<file path="src/rtl/slut_pkg.sv">
package slut_pkg;

    // Width of one wiring field; limits a layer to 256 input bits.
    localparam int unsigned SLUT_IDX_W = 8;

    // Number of entries in a truth table for a k-input function.
    function automatic int unsigned tt_bits(input int unsigned k);
        return 32'd1 << k;
    endfunction

    // Index width needed to select one of n bits.
    function automatic int unsigned sel_bits(input int unsigned n);
        return (n > 1) ? $clog2(n) : 1;
    endfunction

endpackage

</file>
<file path="src/rtl/slut_cell.sv">
module slut_cell #(
    parameter int unsigned IN_W  = 8,
    parameter int unsigned K     = 3,
    parameter int unsigned IDX_W = slut_pkg::SLUT_IDX_W,
    parameter logic [K*IDX_W-1:0]            WIRES = '0,
    parameter logic [slut_pkg::tt_bits(K)-1:0] TT  = '0
) (
    input  logic [IN_W-1:0] in_bits,
    output logic            y
);
    localparam int unsigned SEL_W = slut_pkg::sel_bits(IN_W);

    logic [K-1:0] addr;

    // Gather the K selected wires; slot 0 is the address LSB.
    always_comb begin
        for (int s = 0; s < int'(K); s++) begin
            addr[s] = in_bits[WIRES[s*IDX_W +: SEL_W]];
        end
    end

    assign y = TT[addr];

endmodule

</file>
<file path="src/rtl/slut_pipe.sv">
module slut_pipe #(
    parameter int unsigned W = 4
) (
    input  logic         clk,
    input  logic         rst_n,
    input  logic         in_valid,
    input  logic [W-1:0] in_bits,
    output logic         out_valid,
    output logic [W-1:0] out_bits
);
    typedef struct packed {
        logic         valid;
        logic [W-1:0] bits;
    } stage_t;

    stage_t stage_d, stage_q;

    always_comb begin
        stage_d       = stage_q;
        stage_d.valid = in_valid;
        if (in_valid) begin
            stage_d.bits = in_bits;
        end
    end

    always_ff @(posedge clk or negedge rst_n) begin
        if (!rst_n) begin
            stage_q <= '0;
        end else begin
            stage_q <= stage_d;
        end
    end

    assign out_valid = stage_q.valid;
    assign out_bits  = stage_q.bits;

endmodule

</file>
<file path="src/rtl/sparse_logic_layer.sv">
module sparse_logic_layer #(
    parameter int unsigned IN_W         = 8,
    parameter int unsigned OUT_N        = 4,
    parameter int unsigned K            = 3,
    parameter int unsigned IDX_W        = slut_pkg::SLUT_IDX_W,
    parameter bit          REGISTER_OUT = 1'b1,
    parameter logic [OUT_N*K*IDX_W-1:0] WIRING =
        96'h02_00_06_06_04_04_05_03_07_02_01_00,
    parameter logic [OUT_N*slut_pkg::tt_bits(K)-1:0] TABLES =
        32'h01_80_AC_96
) (
    input  logic             clk,
    input  logic             rst_n,
    input  logic             in_valid,
    input  logic [IN_W-1:0]  in_bits,
    output logic             out_valid,
    output logic [OUT_N-1:0] out_bits
);
    localparam int unsigned TT_W    = slut_pkg::tt_bits(K);
    localparam int unsigned FIELD_W = K * IDX_W;

    logic [OUT_N-1:0] cell_bits;

    for (genvar j = 0; j < int'(OUT_N); j++) begin : g_out
        for (genvar s = 0; s < int'(K); s++) begin : g_range
            if (int'(WIRING[(j*K+s)*IDX_W +: IDX_W]) >= int'(IN_W)) begin : g_bad
                $error("wiring index out of range for output %0d slot %0d", j, s);
            end
        end

        slut_cell #(
            .IN_W  (IN_W),
            .K     (K),
            .IDX_W (IDX_W),
            .WIRES (WIRING[j*FIELD_W +: FIELD_W]),
            .TT    (TABLES[j*TT_W +: TT_W])
        ) u_cell (
            .in_bits (in_bits),
            .y       (cell_bits[j])
        );
    end

    if (REGISTER_OUT) begin : g_reg
        slut_pipe #(
            .W (OUT_N)
        ) u_pipe (
            .clk       (clk),
            .rst_n     (rst_n),
            .in_valid  (in_valid),
            .in_bits   (cell_bits),
            .out_valid (out_valid),
            .out_bits  (out_bits)
        );
    end else begin : g_comb
        assign out_valid = in_valid;
        assign out_bits  = cell_bits;
    end

endmodule

</file>
<file path="config.mk">
export PLATFORM = sky130hd
export DESIGN_NAME = sparse_logic_layer
export DESIGN_NICKNAME = d
export VERILOG_FILES = /design/src/rtl/slut_pkg.sv /design/src/rtl/slut_cell.sv /design/src/rtl/slut_pipe.sv /design/src/rtl/sparse_logic_layer.sv
export SDC_FILE = /design/constraint.sdc
export NUM_CORES = 1
export LEC_CHECK = 0
export BUFFER_PORTS_ARGS = -buffer_cell sky130_fd_sc_hd__buf_2
export CAP_MARGIN = 15
export CELL_PAD_IN_SITES_DETAIL_PLACEMENT = 0
export CELL_PAD_IN_SITES_GLOBAL_PLACEMENT = 1
export CORE_AREA = 2 2 39 41
export CTS_CLUSTER_SIZE = 28
export DETAILED_ROUTE_END_ITERATION = 6
export DIE_AREA = 0 0 41 43
export GPL_TIMING_DRIVEN = 0
export PLACE_DENSITY = 0.61
export SLEW_MARGIN = 10
export SYNTH_ARGS = -nofsm -noshare
export SYNTH_HDL_FRONTEND = slang
export SYNTH_SLANG_ARGS = --single-unit
</file>
<file path="constraint.sdc">
create_clock -name clk -period 1.4 [get_ports clk]
set_input_delay 0.14 -clock clk [delete_from_list [all_inputs] [get_ports clk]]
set_output_delay 0.14 -clock clk [all_outputs]
set_load 0.005 [all_outputs]
</file>
==> key figures, run 1 <==
GRT
  • First-pass GRT wire length: between 600 and 700 um
  • Initial antenna violation count: 0
  • Largest net degree at the start of global routing: 8
  • Overall fraction of global-route tracks in use: just over 6%
  • Congestion Overflow GR: 0
  • Vias in the first global route: 157

Detailed routing
  • Drc violations: 0
  • Metal1 wirelength: approximately 180 um
  • Highest Signal Layer: met3
  • WL final: between 400 and 500 um
  • Routed Antenna Nets: 0
  • Starting DRT DRC Count: 0
  • Vias per inst: 3.706
  • DR WL/cell: around 8.4 um
  • Vias: about 190
  • Met2 WL post-DR: between 150 and 200 um
  • DR WL met3: around 69 um
  • Drt pass-1 iters: 1

Power and ir drop
  • Worst-case vdd ir drop: 283.6 uV
  • PwrDens: 1146 nW/um2
  • Leakage: between 0.15 and 0.2 nW

STA
  • Relative slew slack: around nine tenths
  • Setup Skew: 0 ps
  • Worst slew pin tran: 149.0 ps
  • Unrepaired setup endpoints after global routing: no
  • Slew Viols, Final: 0
  • F_max: 1.151 GHz
  • Crit path time final: 869.1 ps
  • Final Hold Fails: 0
  • Setup TNS: 0 ps
  • Final setup viols: 0
  • Fin crit share: between 60% and 70%

Run status
  • Outcome: finished clean

Synthesis
  • Post-Syn Area: 212.7 um2
  • Unique cell type count in the Yosys netlist: 11
  • #FFs+latches synth: 5
  • Yosys Warn Count: 0
  • Area leader, netlist: dfrtp_1
  • Synth top area cells: dfrtp_1 59%, xor3_1 11%, mux2_4 7.1%
  • Top cell type's share of synthesized area: ~59%
  • Syn Nets: 26
  • Syn Inst Count: 15
  • Synth Area per Inst: between 10 and 15 um2
  • Sequential area share after synthesis: around 59%

Clocking
  • TritonCTS Buffers: 3
  • CTS Root Cell: clkbuf_4
  • Post-CTS sizing: 0
  • Clock buffer depth: 2
  • CTS tree: done
  • Clock transition at path regs: ~40 ps
  • CTS Sinks: 5
  • Worst-skew pair later-pin latency: around 240 ps
  • H-tree Lvls: 1

Finish
  • Fin nets: 47
  • # fillers: roughly 150
  • Multi-input logic area: between 80 and 90 um2
  • Fraction of layout cells with a size suffix above 1: 57.14%
  • Commonest non-fill, non-tap cell in the layout: buf_2
  • Ant diodes: 0
  • Finished Cell Area: between 300 and 400 um2
  • Syn-to-layout area delta: 61.76%
  • Most frequent cells in the layout: 15 x buf_2, 5 x dfrtp_1, 3 x clkbuf_4
  • Sequential cell area: 125.1 um2

Floorplan
  • Core Region: between 1000 and 1500 um2
  • Die Ht: around 43 um
  • Area of the die: approximately 1800 um2
  • Std-Cell Rows: 14
  • Initial Util: approximately 15%
  • Die width: roughly 41 um
  • I/O Pins: 16

Placed design
  • Routability Congestion: between 0.5 and 0.6
  • Placed cell area: 307.8 um2
  • Port bufs: 15

Critical path
  • CP top delay family: flip-flops
  • CP max-delay cell: dfrtp_1
  • Critical path type: reg2out
  • Worst Path Arrival: roughly 730 ps
  • CP peak stage delay: approximately 360 ps
  • Crit-path max FO: 2
  • Worst path cell trace: buf_2
  • CP Capture Type: primary output
  • WP data required: 1260 ps
  • CP Buf/Inv Count: 1
  • Crit start category: flip-flop

Run
  • Max Cap Viol: 0

Worst hold path
  • Hold Crit Class: in2reg
==> synthesized netlist by cell type (all sizes together) <==
| cell type | number |
|---|---|
| dfrtp | 5 |
| mux2 | 2 |
| a21oi | 1 |
| inv | 1 |
| mux2i | 1 |
| nand3 | 1 |
| nor2 | 1 |
| nor3 | 1 |
| o21ai | 1 |
| xor3 | 1 |
==> through the flow <==
stage / cells / setup slack [ps] / hold WS, ps / power, mW / utilization (%)
after global placement: 46 / 403.8 / -40.84 / 0.2324 / 22.24
after global routing: 51 / 480.3 / 93.45 / 0.4283 / 24.86
final: 51 / 530.9 / 104.4 / 0.3942 / 24.86
after floorplan: 15 / 518.4 / -155.6 / 0.1951 / -
after detailed placement: 46 / 410.5 / -38.71 / 0.2324 / 22.24
after CTS: 51 / 512.4 / 94.06 / 0.4086 / 24.86
==> path summary, 6_finish.rpt <==
path / start / endpoint / slack (ps) / cells after the start
min in group asynchronous: rst_n / g_reg.u_pipe.out_bits[2] / 250 / 2
max in group asynchronous: rst_n / g_reg.u_pipe.out_bits[0] / 1020 / 2
hold / removal: in_valid / g_reg.u_pipe.out_valid / 100 / 1
setup / recovery: g_reg.u_pipe.out_bits[0] / out_bits[0] / 530 / 1
setup reg to reg: g_reg.u_pipe.out_bits[0] / g_reg.u_pipe.out_bits[0] / 650 / 1
hold reg to reg: g_reg.u_pipe.out_bits[3] / g_reg.u_pipe.out_bits[3] / 500 / 1
==> registers in the layout, indices dropped and copies added, names as in the netlist <==
signal,flops
g_reg.u_pipe.out_valid,1
g_reg.u_pipe.out_bits,4
==> report_power, final <==
group / switching (mW) / total (mW) / internal (mW)
registers: 0.00568 / 0.165 / 0.159
clock network: 0.0555 / 0.163 / 0.108
logic: 0.0244 / 0.0661 / 0.0417
==> logic make-up after synthesis <==
logic type,count (synthesis),synth area share [%]
AO/OA/AOI/OAI,2,4.701
XOR/XNOR,1,11.18
buffers and inverters,1,1.763
flip-flops,5,58.82
multiplexers,3,17.06
AND/OR/NAND/NOR,3,6.464
==> layout make-up <==
class                      instances  share of cell area (%)
clock buffer                       4                   7.636
tap                               16                   5.818
inverter                           1                   1.091
sequential                         5                   36.36
timing repair buffer              16                   24.73
multi-input combinational          9                   24.36
==> layer usage <==
metal	GRT usage [%]	vias up
met5	0	-
li1	-	92
met3	7.853	0
met2	7.187	12
met1	5.212	85
met4	4.000	0
==> timing repair <==
action / in CTS / in global routing
setup endpoints to repair: 0 / 0
hold buffers: 1 / 0
endpoints found under the hold margin: 5 / 0
setup buffers: 0 / 0
Note: power is estimated with default switching activity, not from simulation.
==> run 2: changes to the inputs <==
--- a/config.mk
+++ b/config.mk
@@ -5,6 +5,7 @@
 export SDC_FILE = /design/constraint.sdc
 export NUM_CORES = 1
 export LEC_CHECK = 0
+export ABC_AREA = 1
 export BUFFER_PORTS_ARGS = -buffer_cell sky130_fd_sc_hd__buf_2
 export CAP_MARGIN = 15
 export CELL_PAD_IN_SITES_DETAIL_PLACEMENT = 0
@@ -14,7 +15,7 @@
 export DETAILED_ROUTE_END_ITERATION = 6
 export DIE_AREA = 0 0 41 43
 export GPL_TIMING_DRIVEN = 0
-export PLACE_DENSITY = 0.61
+export PLACE_DENSITY = 0.66
 export SLEW_MARGIN = 10
 export SYNTH_ARGS = -nofsm -noshare
 export SYNTH_HDL_FRONTEND = slang
==> constraint.sdc (replaced) <==
create_clock -name clk -period 0.8 [get_ports clk]
set_input_delay 0.08 -clock clk [delete_from_list [all_inputs] [get_ports clk]]
set_output_delay 0.08 -clock clk [all_outputs]
set_load 0.005 [all_outputs]
==> run 2 against run 1 <==
  * Clock skew unchanged
  * Hold slack worse by 76 ps
  * Combinational power up 77%
  * Final cell count up 31%
  * Clock power up 79%
  * Critical path depth unchanged
  * Global-route usage up 1.4 points
  * Synthesized cell count up 87%
  * Core utilization up 2.6 points
  * Power up 75%
  * The flow now finishes with violations (setup timing)
  * Register-to-register slack worse by 580 ps
  * Wire length up 25%
  * Largest cell class unchanged
==> key figures, run 2 <==
Run status
  • Outcome: finished, violations left (was finished clean)
  • Failing checks: setup timing

GRT
  • Congestion Overflow GR: 0 (unchanged)
  • Vias in the first global route: 219 (was 157)
  • Overall fraction of global-route tracks in use: 7.445% (was 6.048%)
  • Initial antenna violation count: 0 (unchanged)
  • Largest net degree at the start of global routing: 6 (was 8)
  • First-pass GRT wire length: 828 um (was 614 um)

Detailed routing
  • WL final: 539 um (was 430 um)
  • Vias: 246 (was 189)
  • Starting DRT DRC Count: 2 (was 0)
  • Routed Antenna Nets: 0 (unchanged)
  • Drt pass-1 iters: 4 (was 1)
  • Vias per inst: 3.672 (was 3.706)
  • DR WL/cell: 8.045 um (was 8.431 um)
  • Drc violations: 0 (unchanged)

STA
  • Final setup viols: 4 (was 0)
  • F_max: 1.230 GHz
  • Worst slew pin tran: 158.4 ps (was 149.0 ps)
  • Relative slew slack: 89.38% (was 89.96%)
  • Crit path time final: around 800 ps
  • Final worst slack: -13.07 ps (was 530.9 ps)
  • Fin crit share: 101.6%
  • Unrepaired setup endpoints after global routing: yes (was no)
  • Setup TNS: -30.45 ps (was 0 ps)
  • Final Hold Fails: 0 (unchanged)
  • Setup Skew: 0 ps (unchanged)
  • Slew Viols, Final: 0 (unchanged)

Placed design
  • Placed insts: 59 (was 46)
  • DP Worst Slack: 169.7 ps (was 410.5 ps)
  • Port bufs: 15 (unchanged)
  • Routability Congestion: 0.6211 (was 0.5542)
  • HPWL after DPL: ~440 um
  • Placed cell area: 321.6 um2 (was 307.8 um2)

Finish
  • Non-filler cells, final: 67 (was 51)
  • Fraction of layout cells with a size suffix above 1: 45.10% (was 57.14%)
  • Ant diodes: 0 (unchanged)
  • Commonest non-fill, non-tap cell in the layout: buf_2 (unchanged)
  • Sequential cell area: 125.1 um2 (unchanged)
  • Most frequent cells in the layout: 15 x buf_2, 11 x nand2_1, 5 x dfrtp_1 (was 15 x buf_2, 5 x dfrtp_1, 3 x clkbuf_4)
  • Syn-to-layout area delta: 67.96% (was 61.76%)
  • Finished Cell Area: 380.4 um2 (was 344.1 um2)
  • Fin nets: 63 (was 47)
  • Multi-input logic area: 82.58 um2 (was 83.83 um2)
  • Max FFs per register: 4 (unchanged)
  • # fillers: 158 (was 146)

Floorplan
  • Die Ht: 43 um (unchanged)
  • Area of the die: 1763 um2 (unchanged)
  • Core Region: 1384 um2 (unchanged)
  • Initial Util: 16.37% (was 15.37%)
  • Std-Cell Rows: 14 (unchanged)
  • Die width: 41 um (unchanged)
  • I/O Pins: 16 (unchanged)

Critical path
  • Worst path cell trace: buf_2 (unchanged)
  • CP max-delay cell: dfrtp_1 (unchanged)
  • Worst Path Arrival: 730 ps (about the same)
  • CP top delay family: flip-flops (unchanged)
  • CP Buf/Inv Count: 1 (unchanged)
  • WP data required: 720 ps (was 1260 ps)
  • Crit start category: flip-flop (unchanged)
  • CP Capture Type: primary output (unchanged)
  • Worst reg2reg startpoint: g_reg.u_pipe.out_bits[1] (was g_reg.u_pipe.out_bits[0])
  • Critical Path Start: g_reg.u_pipe.out_bits[0] (unchanged)
  • Crit-path max FO: 2 (unchanged)
  • Critical path type: reg2out (unchanged)
  • CP peak stage delay: 370 ps (was 360 ps)

Power and ir drop
  • PwrDens: 1818 nW/um2 (was 1146 nW/um2)
  • Worst-case vdd ir drop: 605.3 uV (was 283.6 uV)
  • Total power: 0.6916 mW (was 0.3942 mW)
  • Leakage: 0.2268 nW (was 0.1850 nW)

Synthesis
  • Post-Syn Area: 226.5 um2 (was 212.7 um2)
  • Most frequent cells after synthesis: 11 x nand2_1, 5 x dfrtp_1, 4 x inv_1
  • Syn Inst Count: 28 (was 15)
  • Post-synth EDFFs: 0 (unchanged)
  • Area leader, netlist: dfrtp_1 (unchanged)
  • Synth top area cells: dfrtp_1 55%, nand2_1 18%, nand3_1 6.6% (was dfrtp_1 59%, xor3_1 11%, mux2_4 7.1%)
  • Sequential area share after synthesis: 55.25% (was 58.82%)
  • Unique cell type count in the Yosys netlist: 8 (was 11)
  • Prevailing post-synth register cell: dfrtp_1 (unchanged)
  • Most numerous cell in the Yosys netlist: nand2_1 (was dfrtp_1)
  • Ys async rst share: 100.0% (unchanged)
  • Synth Area per Inst: 8.088 um2 (was 14.18 um2)
  • Yosys Warn Count: 0 (unchanged)
  • Top cell type's share of synthesized area: 55.25% (was 58.82%)
  • #FFs+latches synth: 5 (unchanged)
  • Syn Nets: 39 (was 26)

Clocking
  • Worst-skew pair later-pin latency: 240 ps (about the same)
  • H-tree Lvls: 1 (unchanged)
  • Post-CTS sizing: 0 (unchanged)
  • CTS Sinks: 5 (unchanged)
  • CTS tree: done (unchanged)
  • Clock transition at path regs: 50 ps (was 40 ps)
  • CTS Root Cell: clkbuf_4 (unchanged)
  • Clock buffer depth: 2 (unchanged)
  • TritonCTS Buffers: 3 (unchanged)

Run
  • Max Cap Viol: 0 (unchanged)

Worst hold path
  • Hold Crit Class: in2reg (unchanged)
  • Min-delay src: in_valid (unchanged)
-- run 2: cell families after synthesis --
logic type,count (synthesis),synth area share (%)
buffers and inverters,5,8.284
and+or+nand+nor,15,26.52
AOI/OAI and AO/OA,3,9.944
DFF,5,55.25
-- run 2: what timing repair did --
action | CTS | global route
endpoints found under the setup margin | 4 | 5
hold buffers | 1 | 0
hold endpoints to repair | 5 | 0
buffers inserted | 3 | 0
-- run 2: final timing paths --
path | end | slack (ps) | cells after the start
min in group asynchronous | g_reg.u_pipe.out_bits[3] | 190 | 2
setup / recovery | out_bits[0] | -10 | 1
hold / removal | g_reg.u_pipe.out_valid | 30 | 1
setup reg to reg | g_reg.u_pipe.out_bits[1] | 70 | 3
hold reg to reg | g_reg.u_pipe.out_bits[0] | 480 | 2
max in group asynchronous | g_reg.u_pipe.out_bits[1] | 480 | 2
-- run 2: routing by layer --
metal,GRT usage (%),wire length (um),up-vias
met5,0,0,-
met4,6.000,0,0
met1,8.091,240,104
met3,3.141,42,0
met2,10.63,255,9
li1,-,-,133
-- run 2: layout make-up --
type	count	share of cell area, %
Timing Repair Buffer	19	28.29
Inverter	5	4.934
Multi-Input combinational cell	18	21.71
Sequential cell	5	32.89
Clock buffer	4	6.908
Tap cell	16	5.263
-- run 2: where the power goes --
| group | total (mW) | switching, mW | internal, mW | leakage [nW] |
|---|---|---|---|---|
| registers | 0.283 | 0.00856 | 0.274 | 0.0621 |
| logic | 0.117 | 0.0531 | 0.0639 | 0.150 |
| clock network | 0.292 | 0.103 | 0.189 | 0.0150 |
| total | 0.692 | 0.165 | 0.527 | 0.227 |
-- run 2: stage by stage --
stage	util (%)	hold WS, ps
after CTS	27.49	26.60
after detailed placement	23.24	-94.15
after floorplan	-	-215.6
after global placement	23.24	-101.7
final	27.49	28.45
after global routing	27.49	22.94
